**config.mk**
```make
export PLATFORM = sky130hd
export DESIGN_NAME = prog_intc
export DESIGN_NICKNAME = d
export VERILOG_FILES = /design/src/rtl/intc_pkg.sv /design/src/rtl/intc_req_latch.sv /design/src/rtl/intc_prio_pick.sv /design/src/rtl/intc_cfg_regs.sv /design/src/rtl/prog_intc.sv
export SDC_FILE = /design/constraint.sdc
export NUM_CORES = 1
export LEC_CHECK = 0
export BUFFER_PORTS_ARGS = -buffer_cell sky130_fd_sc_hd__buf_2
export CAP_MARGIN = 20
export CORE_UTILIZATION = 28
export DETAILED_ROUTE_END_ITERATION = 16
export HOLD_SLACK_MARGIN = 0.03
export PLACE_DENSITY_LB_ADDON = 0.05
export SLEW_MARGIN = 20
export SYNTH_ARGS = -nofsm -noshare
export SYNTH_HDL_FRONTEND = slang
export SYNTH_SLANG_ARGS = --single-unit
export TNS_END_PERCENT = 5
```
**constraint.sdc**
```tcl
create_clock -name clk -period 2.85 [get_ports clk]
set_input_delay 0.57 -clock clk [delete_from_list [all_inputs] [get_ports clk]]
set_output_delay 0.57 -clock clk [all_outputs]
set_load 0.005 [all_outputs]
```
**src/rtl/intc_pkg.sv**
```systemverilog
package intc_pkg;
   typedef enum logic {
      PORT_CMD  = 1'b0,
      PORT_DATA = 1'b1
   } intc_port_e;
endpackage

```
**src/rtl/intc_req_latch.sv**
```systemverilog
module intc_req_latch #(
   parameter int N_IRQ = 8
) (
   input  logic             clk,
   input  logic             rst_n,
   input  logic [N_IRQ-1:0] irq_in,
   input  logic [N_IRQ-1:0] clr_onehot,
   input  logic             flush,
   output logic [N_IRQ-1:0] irr_q
);
   logic [N_IRQ-1:0] irq_d;

   for (genvar g = 0; g < N_IRQ; g++) begin : g_line
      logic rise;
      assign rise = irq_in[g] & ~irq_d[g];

      always_ff @(posedge clk or negedge rst_n) begin
         if (!rst_n) begin
            irq_d[g] <= 1'b0;
            irr_q[g] <= 1'b0;
         end else begin
            irq_d[g] <= irq_in[g];
            if (flush)
               irr_q[g] <= 1'b0;
            else
               irr_q[g] <= (irr_q[g] & ~clr_onehot[g]) | rise;
         end
      end
   end
endmodule

```
**src/rtl/intc_prio_pick.sv**
```systemverilog
module intc_prio_pick #(
   parameter int N_IRQ     = 8,
   parameter bit LOW_FIRST = 1'b1,
   localparam int IDX_W    = $clog2(N_IRQ)
) (
   input  logic [N_IRQ-1:0] req,
   output logic             any,
   output logic [IDX_W-1:0] idx,
   output logic [N_IRQ-1:0] onehot
);
   assign any = |req;

   if (LOW_FIRST) begin : g_low
      always_comb begin
         idx = '0;
         for (int i = N_IRQ - 1; i >= 0; i--)
            if (req[i]) idx = IDX_W'(i);
      end
   end else begin : g_high
      always_comb begin
         idx = '0;
         for (int i = 0; i < N_IRQ; i++)
            if (req[i]) idx = IDX_W'(i);
      end
   end

   assign onehot = any ? (N_IRQ'(1) << idx) : '0;
endmodule

```
**src/rtl/intc_cfg_regs.sv**
```systemverilog
module intc_cfg_regs #(
   parameter int N_IRQ     = 8,
   parameter int DATA_W    = 8,
   parameter int INIT_BIT  = 4,
   localparam int IDX_W    = $clog2(N_IRQ),
   localparam int BASE_W   = DATA_W - IDX_W
) (
   input  logic              clk,
   input  logic              rst_n,
   input  logic              init_hit,
   input  logic              wr_data,
   input  logic [DATA_W-1:0] wdata,
   output logic [N_IRQ-1:0]  mask_q,
   output logic [BASE_W-1:0] base_q
);
   logic armed_q;

   always_ff @(posedge clk or negedge rst_n) begin
      if (!rst_n) begin
         mask_q  <= '1;
         base_q  <= '0;
         armed_q <= 1'b0;
      end else begin
         if (init_hit)
            armed_q <= 1'b1;
         else if (wr_data) begin
            if (armed_q) begin
               base_q  <= wdata[DATA_W-1:IDX_W];
               armed_q <= 1'b0;
            end else begin
               mask_q <= wdata[N_IRQ-1:0];
            end
         end
      end
   end
endmodule

```
**src/rtl/prog_intc.sv**
```systemverilog
module prog_intc #(
   parameter int          N_IRQ     = 8,
   parameter int          DATA_W    = 8,
   parameter int          INIT_BIT  = 4,
   parameter logic [7:0]  EOI_CODE  = 8'h20,
   parameter bit          LOW_FIRST = 1'b1
) (
   input  logic              clk,
   input  logic              rst_n,
   input  logic [N_IRQ-1:0]  irq_in,
   input  logic              bus_addr,
   input  logic              bus_wr,
   input  logic              bus_rd,
   input  logic [DATA_W-1:0] bus_wdata,
   input  logic              cyc_valid,
   input  logic              cyc_is_mem,
   input  logic              cyc_is_write,
   input  logic              cyc_is_data,
   output logic [DATA_W-1:0] data_out,
   output logic              data_oe,
   output logic              intr_o
);
   import intc_pkg::*;

   localparam int IDX_W  = $clog2(N_IRQ);
   localparam int BASE_W = DATA_W - IDX_W;

   initial begin
      assert (N_IRQ == (1 << IDX_W)) else $error("N_IRQ must be a power of two");
      assert (N_IRQ <= DATA_W) else $error("mask must fit the data bus");
      assert (INIT_BIT < DATA_W) else $error("INIT_BIT outside data bus");
      assert (EOI_CODE[INIT_BIT] == 1'b0) else $error("EOI code collides with init");
   end

   logic              wr_cmd, wr_data, init_hit, eoi_hit, ack_hit, grant;
   logic [N_IRQ-1:0]  irr_q, isr_q, mask_q, pend;
   logic [BASE_W-1:0] base_q;
   logic              pend_any, isr_any;
   logic [IDX_W-1:0]  pend_idx, isr_idx, vec_idx;
   logic [N_IRQ-1:0]  pend_oh, isr_oh, irr_clr;
   logic [DATA_W-1:0] vector, read_val;

   assign wr_cmd   = bus_wr && (bus_addr == PORT_CMD);
   assign wr_data  = bus_wr && (bus_addr == PORT_DATA);
   assign init_hit = wr_cmd && bus_wdata[INIT_BIT];
   assign eoi_hit  = wr_cmd && (bus_wdata == DATA_W'(EOI_CODE));
   assign ack_hit  = cyc_valid && !cyc_is_mem && !cyc_is_write && !cyc_is_data;

   intc_cfg_regs #(
      .N_IRQ(N_IRQ), .DATA_W(DATA_W), .INIT_BIT(INIT_BIT)
   ) cfg_i (
      .clk(clk), .rst_n(rst_n), .init_hit(init_hit), .wr_data(wr_data),
      .wdata(bus_wdata), .mask_q(mask_q), .base_q(base_q)
   );

   assign irr_clr = grant ? pend_oh : '0;

   intc_req_latch #(.N_IRQ(N_IRQ)) req_i (
      .clk(clk), .rst_n(rst_n), .irq_in(irq_in), .clr_onehot(irr_clr),
      .flush(init_hit), .irr_q(irr_q)
   );

   assign pend = irr_q & ~mask_q;

   intc_prio_pick #(.N_IRQ(N_IRQ), .LOW_FIRST(LOW_FIRST)) pick_pend_i (
      .req(pend), .any(pend_any), .idx(pend_idx), .onehot(pend_oh)
   );

   intc_prio_pick #(.N_IRQ(N_IRQ), .LOW_FIRST(LOW_FIRST)) pick_isr_i (
      .req(isr_q), .any(isr_any), .idx(isr_idx), .onehot(isr_oh)
   );

   if (LOW_FIRST) begin : g_cmp_low
      assign intr_o = pend_any && (!isr_any || (pend_idx < isr_idx));
   end else begin : g_cmp_high
      assign intr_o = pend_any && (!isr_any || (pend_idx > isr_idx));
   end

   assign grant = ack_hit && intr_o;

   always_ff @(posedge clk or negedge rst_n) begin
      if (!rst_n)
         isr_q <= '0;
      else if (init_hit)
         isr_q <= '0;
      else
         isr_q <= (isr_q & ~(eoi_hit ? isr_oh : '0)) | (grant ? pend_oh : '0);
   end

   assign vec_idx  = intr_o ? pend_idx : '1;
   assign vector   = {base_q, vec_idx};
   assign read_val = (bus_addr == PORT_DATA) ? DATA_W'(mask_q) : DATA_W'(irr_q);
   assign data_oe  = ack_hit || bus_rd;

   always_comb begin
      if (ack_hit)     data_out = vector;
      else if (bus_rd) data_out = read_val;
      else             data_out = '0;
   end
endmodule

```
======== Word-level counts from Yosys, hierarchy flattened ========
Cells that the tools add are included.
cells by class
  magnitude comparators ................... 1
  eq/ne operators ......................... 1
  shift operators ......................... 2
  mux-type cells .......................... 35
  bitwise gates (word level) .............. 48
  reduce and logical (&&, ||, !) cells .... 20
operators with widths
  kind                   count
  $mux W8                8
  $mux W3                17
  $not A1 Y1             19
  $and A1 B1 Y1          16
  $and A8 B8 Y8          2
  $not A8 Y8             2
  $reduce_or A8 Y1       2
  $shl A1 B3 Y8 const A  2
  $mux W1                10
  $logic_and A1 B1 Y1    9
  $eq A8 B6 Y1 const B   1
  $or A1 B1 Y1           8
  $or A8 B8 Y8           1
  $reduce_and A3 Y1      2
  $logic_not A1 Y1       4
  $lt A3 B3 Y1           1
  $logic_or A1 B1 Y1     2
  $reduce_bool A2 Y1     1
word-level totals
  bits in registers ....................... 38
  bits of input ports ..................... 25
  output and inout port bits .............. 10
  word-level logic and storage cells ...... 127

======== Logic depth before layout (Yosys ltp) ========
  depth in word-level cells ............... 19
  mapped depth ............................ 10
  gate-level depth less buffers ........... 10

======== Hierarchy ========
From an unflattened synthesis, not the netlist that was laid out.
second synthesis, totals
  cell total of the unflattened synthesis .. 216
  area total of the unflattened synthesis .. 2264.7 um^2
by module, submodules not included
  module          times used  cells each  area each (um^2)  seq. area each (um^2)
  prog_intc       1           94          795.8             200.2
  intc_req_latch  1           41          641.9             400.4
  intc_cfg_regs   1           31          544.3             360.3
  intc_prio_pick  2           25          141.4             0.0

======== Worst setup path before layout ========
No wires, ideal clock.
  path kind ............................... register to output
  from .................................... reg cfg_i.mask_q[3]
  to ...................................... out data_out[1]
  arrival time ............................ 2.495 ns
  data required time ...................... 2.280 ns
  path slack .............................. -0.215 ns
  cell stages (with the launch flop) ...... 11
  buffers on the path ..................... 1
  cell sequence ........................... dfstp_2 > nand2b_1 > or4b_1 > clkbuf_1 > a21oi_1 > ha_1 > nand2_1 > a21oi_2 > a311o_1 > a21oi_1 > a21oi_1
on the way
  longest elaborated chain between the ends .. 11
  elaborated cells on any way between the ends .. 12
  classes of those cells .................. order compare (1); mux (6); bitwise (2); reduce/logical (3)
ends and longest elaborated chain
  item                    line                  text
  from (decl)             intc_cfg_regs.sv:13   output logic [N_IRQ-1:0] mask_q,
  from (signal assigned)  intc_cfg_regs.sv:31   mask_q <= wdata[N_IRQ-1:0];
  $not A8 Y8 *            prog_intc.sv:63       assign pend = irr_q & ~mask_q;
  $and A8 B8 Y8 *         prog_intc.sv:63
  $mux W3 (4 in series)   intc_prio_pick.sv:17  if (req[i]) idx = IDX_W'(i);
  $lt A3 B3 Y1            prog_intc.sv:74       assign intr_o = pend_any && (!isr_any || (pend_idx < isr_idx));
  $logic_or A1 B1 Y1      prog_intc.sv:74
  $logic_and A1 B1 Y1     prog_intc.sv:74
  $mux W3 *               prog_intc.sv:90       assign vec_idx = intr_o ? pend_idx : '1;
  $mux W8 *               prog_intc.sv:96       if (ack_hit) data_out = vector;
  to (decl)               prog_intc.sv:19       output logic [DATA_W-1:0] data_out,
Every way passes the cells marked *; elsewhere a longest branch is shown, timed or not.

======== Worst setup path after layout ========
  from .................................... reg cfg_i.mask_q[1]
  to ...................................... out data_out[2]
on the way
  longest elaborated chain between the ends .. 9
  elaborated cells on any way between the ends .. 10
  classes of those cells .................. order compare (1); mux (4); bitwise (2); reduce/logical (3)
ends and longest elaborated chain
  item                   line
  $not A8 Y8 *           prog_intc.sv:63
  $and A8 B8 Y8 *        prog_intc.sv:63
  $mux W3 (2 in series)  intc_prio_pick.sv:17
  $lt A3 B3 Y1           prog_intc.sv:74
  $logic_or A1 B1 Y1     prog_intc.sv:74
  $logic_and A1 B1 Y1    prog_intc.sv:74
  $mux W3 *              prog_intc.sv:90
  $mux W8 *              prog_intc.sv:96
Marked as above.

==> parameters.txt <==
Parameter                              Value

Timing
  Number of endpoints with negative hold slack in the final report ... 0
  Final cycle utilization of the critical path ... 115%
  Number of max-slew violations in the final report ... 0
  Achievable frequency ... slightly above 300 MHz
  Slew at the pin closest to its max-slew limit ... ~920 ps
  RSZ-0062 raised after global routing ... yes
  Final worst slack ... -432 ps
  Final setup violating endpoints ... 7
  Clk_skew ... 12.4 ps
  Worst-case headroom to the max-slew limit ... between 30% and 40%
  Time the final worst path needs with I/O delays and setup ... 3280 ps

Clock network
  Depth of the CTS H-tree ... 2
  Root buffer cell ... clkbuf_8
  Later-pin clock latency in the skew report ... roughly 300 ps
  Hold buffer count at cts ... 0
  Clk buf depth ... 2
  CTS tree ... yes
  Clock transition time at the flip-flop clock pins of the worst setup and hold paths ... 90 ps
  Num CTS Buffers ... 5
  TritonCTS Sinks ... 38

Cells and area
  Area of the multi-input gates ... between 0.001 and 0.0015 mm^2
  Sequential cell area ... 961 um^2
  Count of inserted antenna diode cells ... 0
  Fill count ... 790
  Area growth from synthesis to final layout ... 37.6%
  Final Net Count ... 326
  Finished layout cell area ... ~0.003 mm^2
  Share of final-layout standard cells stronger than drive strength 1 ... between 40% and 50%

Yosys
  #FFs+latches synth ... 38
  Count of distinct cell types in the synthesized netlist ... between 50 and 60
  Number of enable flip-flop cells after synthesis ... 0
  Sequential share of the synthesized area ... approximately 44%
  Synth Net Count ... approximately 250
  Flip-flop cell with the highest count after synthesis ... dfrtp_1
  Share of the synthesized area in the top cell type ... between 30% and 40%
  Share of flip-flops with an asynchronous set or reset ... 100%
  Average instance area after synthesis ... approximately 10 um^2
  Yosys top cell by area ... dfrtp_1
  Largest cells by area after synthesis ... dfrtp_1, dfstp_2, mux2_2, a21oi_1, nor2_1
  Post-synthesis cell count ... about 220
  Cell area after synthesis ... 0.00221 mm^2
  Total number of yosys warnings ... 0

Floorplanning
  I/O pin count ... 35
  Vert. Die Dim ... between 90 and 100 um
  Width of the chip ... 90.8 um
  Total Die Area ... between 0.008 and 0.009 mm^2
  Total core area ... a little under 0.008 mm^2
  Number of rows in the core area ... 32
  Initial cell density of the core ... 28.7%

Power
  Power per cell area ... between 600 and 700 mW/mm^2
  Leak ... ~1.3 nW
  Worst ir drop on vdd ... roughly 0.25 mV

Setup path
  Startpoint kind of the worst setup timing path ... register
  Endpoint type of the worst setup path ... output pin
  Highest cell delay on the worst timing path ... between 500 and 600 ps
  Most frequent CP cell ... a21oi_2
  Critical path's slowest cell ... or4b_4
  Critical path arrival ... about 2700 ps
  Classification of the worst setup path ... reg2out
  Peak fanout along the critical path ... 3
  Required time of the critical path ... roughly 2300 ps
  Cells along the critical path ... nor2b_2 > or4b_4 > a21oi_4 > ha_4 > a21oi_4 > a21oi_2 > a311o_1 > a21oi_2 > a21oi_2 > buf_2

Drt
  Final wirelength ... 6870 um
  Via density per instance ... just under 5
  Average wire per cell in the routed design ... around 17 um
  DRT antenna net count ... 0
  Routed via count ... ~2000
  Detailed-router iteration count before antenna repair ... 4
  DRC violations left ... 0
  Initial detailed-routing violation count ... 81

Placed design
  Instance area after placement ... 0.00285 mm^2
  Port buffer count ... 34
  Last weighted congestion value of the routability-driven placer ... about 0.83
  Setup slack at placement ... -236 ps
  HPWL after detailed placement ... about 5300 um

Global route
  Met1 Track Usage GR ... around a quarter
  Via count of the first global-routing pass ... between 2000 and 2500
  Layer with the highest usage ... met2
  GRT Util Overall ... approximately 18%
  Antenna violations before repair ... 0
  Wire length of the first global-routing pass ... roughly 11000 um
  Final global-route overflow total ... 0
  Met2 capacity usage during global routing ... ~30%
  M3 GR Usage ... under 10%
  Largest net degree at the start of global routing ... 39

Hold path
  Worst Hold Class ... in2reg

Run status
  Result of the run ... finished, violations left
  Violations in the final reports ... negative setup slack

Flow run
  Reported max-cap violation count ... 0
power by group:
part / total, mW / switching (mW) / internal, mW
registers: 0.689 / 0.0541 / 0.635
logic: 0.888 / 0.442 / 0.447
clock network: 0.396 / 0.223 / 0.172
critical path: cells and delay by family (launching register included):
family / cells / cell delay (ps)
AOI/OAI and AO/OA: 6 / 910
and+or+nand+nor: 2 / 600
DFF: 1 / 540
adders and majority gates: 1 / 230
buffers and inverters: 1 / 130
stage by stage:
| stage | hold slack, ps | total power, mW | std cells | utilization [%] | setup TNS [ps] |
|---|---|---|---|---|---|
| after floorplan | 274 | 1.14 | 218 | - | -335 |
| after global placement | 490 | 1.53 | 393 | 37.0 | -904 |
| after detailed placement | 489 | 1.52 | 393 | 37.0 | -1090 |
| after CTS | 370 | 1.99 | 402 | 39.3 | -2110 |
| after global routing | 369 | 2.10 | 402 | 39.5 | -2740 |
| final | 375 | 1.97 | 402 | 39.5 | -1880 |
synth_stat cells, drive strengths merged (4+ instances only):
master,instances
and2,4
dfrtp,30
nor2,20
mux2i,5
nand3,4
nand2,7
o21ai,9
dfstp,8
nand2b,11
a21oi,26
nor2b,12
a22o,6
mux2,16
timing repair:
| action | in CTS | in global routing |
|---|---|---|
| buffers inserted | 1 | 0 |
| pin swaps | 3 | 2 |
| setup endpoints to repair | 6 | 10 |
| gates resized for setup | 13 | 2 |
worst paths after layout:
path                                             startpoint                        to  slack, ps  cells after the start
worst min-delay path                              irq_in[2]  req_i.irq_d[2]$_DFF_PN0_        370                      1
worst max-delay path            cfg_i.mask_q[1]$_DFFE_PN1P_               data_out[2]       -430                     10
worst min register to register     req_i.irq_d[6]$_DFF_PN0_  req_i.irr_q[6]$_DFF_PN0_        510                      2
min in group asynchronous                             rst_n  req_i.irq_d[2]$_DFF_PN0_        400                      1
max in group asynchronous                             rst_n  req_i.irr_q[1]$_DFF_PN0_       1870                      1
worst max register to register  cfg_i.mask_q[1]$_DFFE_PN1P_        isr_q[6]$_DFF_PN0_       -150                     11
layout make-up:
cell class	instances	share of cell area (%)
multi-input combinational	172	43.9
sequential	38	31.7
timing repair buffer	80	17.0
tap	102	4.20
clock buffer	5	2.27
clock inverter	3	0.701
inverter	2	0.247
layout by cell type (no fill, tap or decap), types with 2 or more instances in the layout:
master	n
a211oi_1	3
a21oi_1	18
a21oi_2	6
a21oi_4	2
a22o_1	6
and2_1	4
buf_2	34
buf_4	46
clkbuf_8	5
dfrtp_1	30
dfstp_2	8
inv_1	2
mux2_2	16
mux2i_1	5
nand2_1	7
nand2b_1	10
nand3_1	4
nand3b_1	2
nand4_1	2
nor2_1	20
nor2b_1	10
nor2b_2	2
nor4_4	3
nor4b_2	2
o211ai_1	3
o21a_1	2
o21ai_0	9
o21bai_1	2
o31ai_1	2
or2_2	2
or3_1	2
or4b_1	2
flip-flops by register name (all words and copies together) (netlist names):
register,flops
cfg_i.mask_q,8
cfg_i.armed_q,1
isr_q,8
req_i.irr_q,8
cfg_i.base_q,5
req_i.irq_d,8
cell families after synthesis:
logic type                 count (synthesis)  share of synthesized area (%)
muxes                                     21                           10.4
adders and majority gates                  2                           1.13
and+or+nand+nor                           79                           22.1
AOI/OAI and AO/OA                         70                           21.4
buffers and inverters                      8                           1.42
DFF                                       38                           43.6
routing by layer:
layer  part of all wire, %  wire [um]
met3                   2.6        177
met4                   1.7        120
met2                    49       3370
met5                     0          0
met1                    47       3210
Note: power is estimated with default switching activity, not from simulation.
